**src/rtl/tac_pkg.sv**
```systemverilog
package tac_pkg;

    localparam int unsigned TAC_W = 8;

    localparam logic [TAC_W-1:0] OPC_INC = 8'hF0;
    localparam logic [TAC_W-1:0] OPC_DEC = 8'hF2;
    localparam logic [TAC_W-1:0] OPC_STO = 8'h5F;

    typedef enum logic [1:0] {
        ST_FETCH  = 2'd0,
        ST_DECODE = 2'd1,
        ST_EXEC   = 2'd2,
        ST_HALT   = 2'd3
    } tac_state_e;

    typedef enum logic [1:0] {
        OPK_INC = 2'd0,
        OPK_DEC = 2'd1,
        OPK_STO = 2'd2,
        OPK_BAD = 2'd3
    } tac_op_e;

    typedef struct packed {
        tac_state_e       state;
        logic [TAC_W-1:0] pc;
        logic [TAC_W-1:0] ir;
        logic [TAC_W-1:0] acc;
    } tac_regs_t;

endpackage

```
**src/rtl/tac_dec.sv**
```systemverilog
module tac_dec
    import tac_pkg::*;
(
    input  logic [TAC_W-1:0] code_i,
    output tac_op_e          kind_o
);
    always_comb begin
        unique case (code_i)
            OPC_INC: kind_o = OPK_INC;
            OPC_DEC: kind_o = OPK_DEC;
            OPC_STO: kind_o = OPK_STO;
            default: kind_o = OPK_BAD;
        endcase
    end
endmodule

```
**src/rtl/tac_alu.sv**
```systemverilog
module tac_alu
    import tac_pkg::*;
#(
    parameter int unsigned W = TAC_W
) (
    input  logic [W-1:0] acc_i,
    input  tac_op_e      kind_i,
    output logic [W-1:0] acc_o,
    output logic [W-1:0] st_addr_o
);
    localparam logic [W-1:0] ONE = W'(1);

    always_comb begin
        unique case (kind_i)
            OPK_INC: acc_o = acc_i + ONE;
            OPK_DEC: acc_o = acc_i - ONE;
            default: acc_o = acc_i;
        endcase
        st_addr_o = ~acc_i;
    end
endmodule

```
**src/rtl/tac_mem.sv**
```systemverilog
module tac_mem #(
    parameter int unsigned W = 8
) (
    input  logic         clk,
    input  logic         wr_en,
    input  logic [W-1:0] wr_addr,
    input  logic [W-1:0] wr_data,
    input  logic         rd_en,
    input  logic [W-1:0] rd_addr,
    output logic [W-1:0] rd_data,
    input  logic [W-1:0] dbg_addr,
    output logic [W-1:0] dbg_data
);
    localparam int unsigned DEPTH = 1 << W;

    logic [W-1:0] cells_q [DEPTH];
    logic [W-1:0] rd_q;

    always_ff @(posedge clk) begin
        if (wr_en) begin
            cells_q[wr_addr] <= wr_data;
        end
    end

    // synchronous fetch port: byte is available after the edge
    always_ff @(posedge clk) begin
        if (rd_en) begin
            rd_q <= cells_q[rd_addr];
        end
    end

    assign rd_data  = rd_q;
    assign dbg_data = cells_q[dbg_addr];
endmodule

```
**src/rtl/tac_seq.sv**
```systemverilog
module tac_seq
    import tac_pkg::*;
(
    input  logic             clk,
    input  logic             rst_n,
    input  logic             run,
    input  logic [TAC_W-1:0] boot_pc,
    input  logic [TAC_W-1:0] boot_acc,
    input  logic [TAC_W-1:0] rd_data,
    output logic             rd_en,
    output logic [TAC_W-1:0] rd_addr,
    output logic             wr_en,
    output logic [TAC_W-1:0] wr_addr,
    output logic [TAC_W-1:0] wr_data,
    output logic [TAC_W-1:0] pc_o,
    output logic [TAC_W-1:0] acc_o,
    output logic             halted_o
);
    localparam logic [TAC_W-1:0] PC_STEP = TAC_W'(1);

    tac_regs_t        regs_q, regs_d;
    logic [TAC_W-1:0] dec_in;
    tac_op_e          op_kind;
    logic [TAC_W-1:0] alu_acc;
    logic [TAC_W-1:0] alu_addr;

    // classify the fresh byte during decode, the held byte during execute
    assign dec_in = (regs_q.state == ST_DECODE) ? rd_data : regs_q.ir;

    tac_dec u_dec (
        .code_i (dec_in),
        .kind_o (op_kind)
    );

    tac_alu #(.W(TAC_W)) u_alu (
        .acc_i     (regs_q.acc),
        .kind_i    (op_kind),
        .acc_o     (alu_acc),
        .st_addr_o (alu_addr)
    );

    always_comb begin
        regs_d  = regs_q;
        rd_en   = 1'b0;
        rd_addr = regs_q.pc;
        wr_en   = 1'b0;
        wr_addr = alu_addr;
        wr_data = regs_q.acc;
        if (run) begin
            unique case (regs_q.state)
                ST_FETCH: begin
                    rd_en        = 1'b1;
                    regs_d.state = ST_DECODE;
                end
                ST_DECODE: begin
                    regs_d.ir    = rd_data;
                    regs_d.pc    = regs_q.pc + PC_STEP;
                    regs_d.state = (op_kind == OPK_BAD) ? ST_HALT : ST_EXEC;
                end
                ST_EXEC: begin
                    unique case (op_kind)
                        OPK_INC, OPK_DEC: regs_d.acc = alu_acc;
                        OPK_STO:          wr_en      = 1'b1;
                        default:          regs_d.acc = regs_q.acc;
                    endcase
                    regs_d.state = ST_FETCH;
                end
                default: regs_d = regs_q;
            endcase
        end
    end

    always_ff @(posedge clk) begin
        if (!rst_n) begin
            regs_q.state <= ST_FETCH;
            regs_q.pc    <= boot_pc;
            regs_q.ir    <= '0;
            regs_q.acc   <= boot_acc;
        end else begin
            regs_q <= regs_d;
        end
    end

    assign pc_o     = regs_q.pc;
    assign acc_o    = regs_q.acc;
    assign halted_o = (regs_q.state == ST_HALT);
endmodule

```
**src/rtl/tiny_acc_core.sv**
```systemverilog
module tiny_acc_core
    import tac_pkg::*;
(
    input  logic             clk,
    input  logic             rst_n,
    input  logic             run,
    input  logic [TAC_W-1:0] boot_pc,
    input  logic [TAC_W-1:0] boot_acc,
    input  logic             ld_we,
    input  logic [TAC_W-1:0] ld_addr,
    input  logic [TAC_W-1:0] ld_data,
    input  logic [TAC_W-1:0] dbg_addr,
    output logic [TAC_W-1:0] dbg_data,
    output logic [TAC_W-1:0] pc_o,
    output logic [TAC_W-1:0] acc_o,
    output logic             halted_o,
    output logic             running_o
);
    logic             core_rd_en;
    logic [TAC_W-1:0] core_rd_addr;
    logic             core_we;
    logic [TAC_W-1:0] core_wr_addr;
    logic [TAC_W-1:0] core_wr_data;
    logic [TAC_W-1:0] fetch_data;
    logic             pre_we;
    logic             mem_we;
    logic [TAC_W-1:0] mem_wa;
    logic [TAC_W-1:0] mem_wd;

    // the preload path owns the write port only while the core is frozen
    assign pre_we = ld_we && !run;
    assign mem_we = pre_we || core_we;
    assign mem_wa = pre_we ? ld_addr : core_wr_addr;
    assign mem_wd = pre_we ? ld_data : core_wr_data;

    tac_seq u_seq (
        .clk      (clk),
        .rst_n    (rst_n),
        .run      (run),
        .boot_pc  (boot_pc),
        .boot_acc (boot_acc),
        .rd_data  (fetch_data),
        .rd_en    (core_rd_en),
        .rd_addr  (core_rd_addr),
        .wr_en    (core_we),
        .wr_addr  (core_wr_addr),
        .wr_data  (core_wr_data),
        .pc_o     (pc_o),
        .acc_o    (acc_o),
        .halted_o (halted_o)
    );

    tac_mem #(.W(TAC_W)) u_mem (
        .clk      (clk),
        .wr_en    (mem_we),
        .wr_addr  (mem_wa),
        .wr_data  (mem_wd),
        .rd_en    (core_rd_en),
        .rd_addr  (core_rd_addr),
        .rd_data  (fetch_data),
        .dbg_addr (dbg_addr),
        .dbg_data (dbg_data)
    );

    assign running_o = run && !halted_o;
endmodule

```
**config.mk**
```make
export PLATFORM = sky130hd
export DESIGN_NAME = tiny_acc_core
export DESIGN_NICKNAME = d
export VERILOG_FILES = /design/src/rtl/tac_pkg.sv /design/src/rtl/tac_dec.sv /design/src/rtl/tac_alu.sv /design/src/rtl/tac_mem.sv /design/src/rtl/tac_seq.sv /design/src/rtl/tiny_acc_core.sv
export SDC_FILE = /design/constraint.sdc
export NUM_CORES = 2
export LEC_CHECK = 0
export ABC_AREA = 1
export ABC_CLOCK_PERIOD_IN_PS = 4800
export BUFFER_PORTS_ARGS = -buffer_cell sky130_fd_sc_hd__buf_2
export CORE_MARGIN = 5
export CORE_UTILIZATION = 26
export CTS_CLUSTER_SIZE = 16
export DETAILED_ROUTE_END_ITERATION = 10
export SLEW_MARGIN = 10
export SYNTH_ARGS = -nofsm -noshare
export SYNTH_HDL_FRONTEND = slang
export SYNTH_HIERARCHICAL = 1
export SYNTH_SLANG_ARGS = --single-unit
export TNS_END_PERCENT = 10
```
**constraint.sdc**
```tcl
create_clock -name clk -period 4.8 [get_ports clk]
set_clock_uncertainty 0.05 [all_clocks]
set_input_delay 0.48 -clock clk [delete_from_list [all_inputs] [get_ports clk]]
set_output_delay 0.48 -clock clk [all_outputs]
set_load 0.01 [all_outputs]
```
==> impl_metrics.ini <==
[floorplanning]
fp-row-count = 234
die_h_um = 649.4
boundaryPins = 70
fp.dieW_um = 649.4
start_util_pct = 26.14
core_area_um2 = 406700
die_area_um2 = 421700

[critical_path]
start_kind = primary input
crit_path_end_kind = output port
r2r_setup_slack_ns = 0.68
crit_arrival_ns = 3.63
path_max_fanout = 54
required_ns = 4.27
crit_type = in -> out

[yosys]
synth_top_area_share_pct = 58.53
netlist_top_cells_count = 4325 x nand2_1, 4070 x nand3_1, 2072 x edfxtp_1
synthXorXnorAreaFrac_pct = 0.01648
synthAdderAreaFrac_pct = 0.02354
synth.most_common_cell = nand2_1
synth_compound_area_share_pct = 0.3025
synth_edf_count = 2072
synth_top_flop_cell = edfxtp_1
synth_nets = 11980
ys_seq_area_share_pct = 58.72
synth_top_area_cell = edfxtp_1
yosys.area_share.simple_pct = 35.74
synthTopCellsByArea = edfxtp_1 59%, nand3_1 19%, nand2_1 15%
avgSynthCellArea_um2 = 8.907
ys_ff_latch = 2082
synth_top_family_by_area = simple AND/OR/NAND/NOR gates
synth_area_um2 = 106300
synth_warnings = 6
async_flop_share_pct = 0
synth_mux_area_share_pct = 0
syn-instance-count = 11934
ys_types = 37

[sta]
fin_tns_setup_ns = 0
finalCriticalPeriod_ns = 4.156
fin_crit_sh_pct = 86.58
slew_headroom_pct = 8.403
fmax_mhz = 240.6
max_slew.worst_pin.slew_ns = 1.369
slew_viol_final = 0
setup_viol = 0
finalHoldViolations = 0
rsz0062_at_grt = false

[finish]
fin_area_um2 = 121100
post-route-util_pct = 29.77
fillCellCount = 41881
regArea_um2 = 62420
finalNetCount = 11803
drive_above_1_share_pct = 7.906
multi_input_area_um2 = 38460
area_growth_pct = 13.88

[placement]
hpwl_um = 246000
port_buffers = 69
placed_cell_area_um2 = 113600
place_congestion = 0.9327

[power_and_ir_drop]
combPwrFrac_pct = 14.0
irDropWorstVdd_mv = 0.3257
power_switching_uw = 12140
p_int_uw = 31900
power.share.sequential_pct = 46.1
cellLeakagePower_uw = 0.04441
p_sw_share_pct = 27.56
power.density_nw_per_um2 = 363.8
power_frac_clock_pct = 39.9

[clocking]
cts-root-buf = clkbuf_16
cts_resized = 0
cts_setup_buffers = 0
cts_tree = built
cts-buffers-inserted = 230
cts_num_sinks = 2082
cts-htree-levels = 4
cts_hold_buf = 19
clock_latency_ns = 0.89
cts.path.max_buffers = 4
clkTransAtPathRegs_ns = 0.06

[status]
status = complete, no violations

[drt]
ant_nets = 0
wl_um = 404600
detail_route.wl_per_cell_um = 23.30
drc_errors = 0
via_count = 92633
firstDrtPassIters = 7
viasPerCell = 5.336
first_iter_violations = 14123

[grt]
overflow = 0
grt_usage_pct = 18.17
grt_pass1_vias = 86212
antenna_found_initial = 13
grt_max_degree = 143
grt_first_pass_wirelength_um = 587900

[min_path]
hold_class = in -> reg

[run]
maxCapViolCount = 0
final timing paths:
| kind | from | to | depth (start not counted) |
|---|---|---|---|
| max | dbg_addr[1] | dbg_data[3] | 13 |
| min | ld_data[5] | u_mem/cells_q[128][5]$_DFFE_PP_ | 4 |
| max reg2reg | u_seq/regs_q[25]$_SDFFE_PN0P_ | u_mem/cells_q[21][7]$_DFFE_PP_ | 19 |
| min reg2reg | u_seq/regs_q[13]$_SDFFE_PN0P_ | u_seq/regs_q[13]$_SDFFE_PN0P_ | 2 |
layout by cell type, fill, tap and decap left out, drive strengths merged, types with 2 or more instances in the layout:
| master | count |
|---|---|
| dlygate4sd3 | 19 |
| nor3 | 2 |
| a21oi | 16 |
| diode | 4 |
| clkinv | 104 |
| clkinvlp | 7 |
| a22o | 9 |
| o21ai | 17 |
| ha | 2 |
| buf | 547 |
| bufinv | 25 |
| dfxtp | 10 |
| nor2 | 308 |
| clkbuf | 267 |
| nand3 | 4074 |
| nand2 | 4343 |
| inv | 98 |
| edfxtp | 2072 |
worst max-delay path: stages:
cell and delay (ns):
buf_8 0.18, inv_8 0.49, buf_12 0.38, nand3_1 0.12
nand3_1 0.16, nand3_1 0.17, nand3_1 0.22, nand3_1 0.21
nand3_1 0.28, nand2_1 0.24, nand2_1 0.13, nand2_1 0.22
buf_2 0.22
power by group through the flow:
stage | registers, uW | clock network, uW | logic [uW]
after floorplan | 20800 | 0 | 3500
after global placement | 20700 | 0 | 5910
after detailed placement | 20700 | 0 | 5930
after CTS | 20300 | 17800 | 5950
after global routing | 20300 | 18500 | 6440
final | 20300 | 17600 | 6150
area by class of cell:
| type | instances | area share (%) |
|---|---|---|
| antenna | 4 | 0.008269 |
| inverter | 98 | 0.3762 |
| clock buffer | 267 | 4.922 |
| clock inverter | 136 | 1.089 |
| multi-input combinational | 8779 | 31.77 |
| timing repair buffer | 566 | 4.658 |
| sequential | 2082 | 51.56 |
| tap | 5428 | 5.610 |
routing by layer:
metal | GRT usage, % | up-vias | wire, um | part of all wire [%]
met3 | 4.003 | 1138 | 47180 | 12
met2 | 27.80 | 6144 | 179000 | 44
met4 | 9.703 | 4 | 24380 | 6.0
met5 | 0 | - | 34 | 0.0084
li1 | - | 40935 | - | -
met1 | 23.99 | 44412 | 153900 | 38
sequential cells by signal, indices dropped and copies added (netlist names):
signal         flops
u_mem/cells_q   2048
u_seq/regs_q      10
u_mem/rd_data      8
u_seq/acc_o        8
u_seq/pc_o         8
kinds of logic (layout without fill, tap and decap cells):
family | count (synthesis) | in the layout
simple gates | 8728 | 8728
flops | 2082 | 2082
buf+inv | 1073 | 1067
compound gates | 47 | 47
fa+ha+maj | 2 | 2
xor+xnor | 2 | 2
other cells | 0 | 4
per-stage QoR:
stage | hold WS (ns) | setup WS (ns) | power, uW | instances
4_1_cts | 0.2468 | 0.7317 | 44020 | 17356
2_1_floorplan | 0.3907 | 0.04909 | 24330 | 11934
3_3_place_gp | 0.4105 | 0.6862 | 26600 | 16934
5_1_grt | 0.2649 | 0.5164 | 45240 | 17357
3_5_place_dp | 0.4138 | 0.7323 | 26620 | 16934
6_report | 0.2739 | 0.6442 | 44040 | 17360
Power figures use the tool's default switching activity.
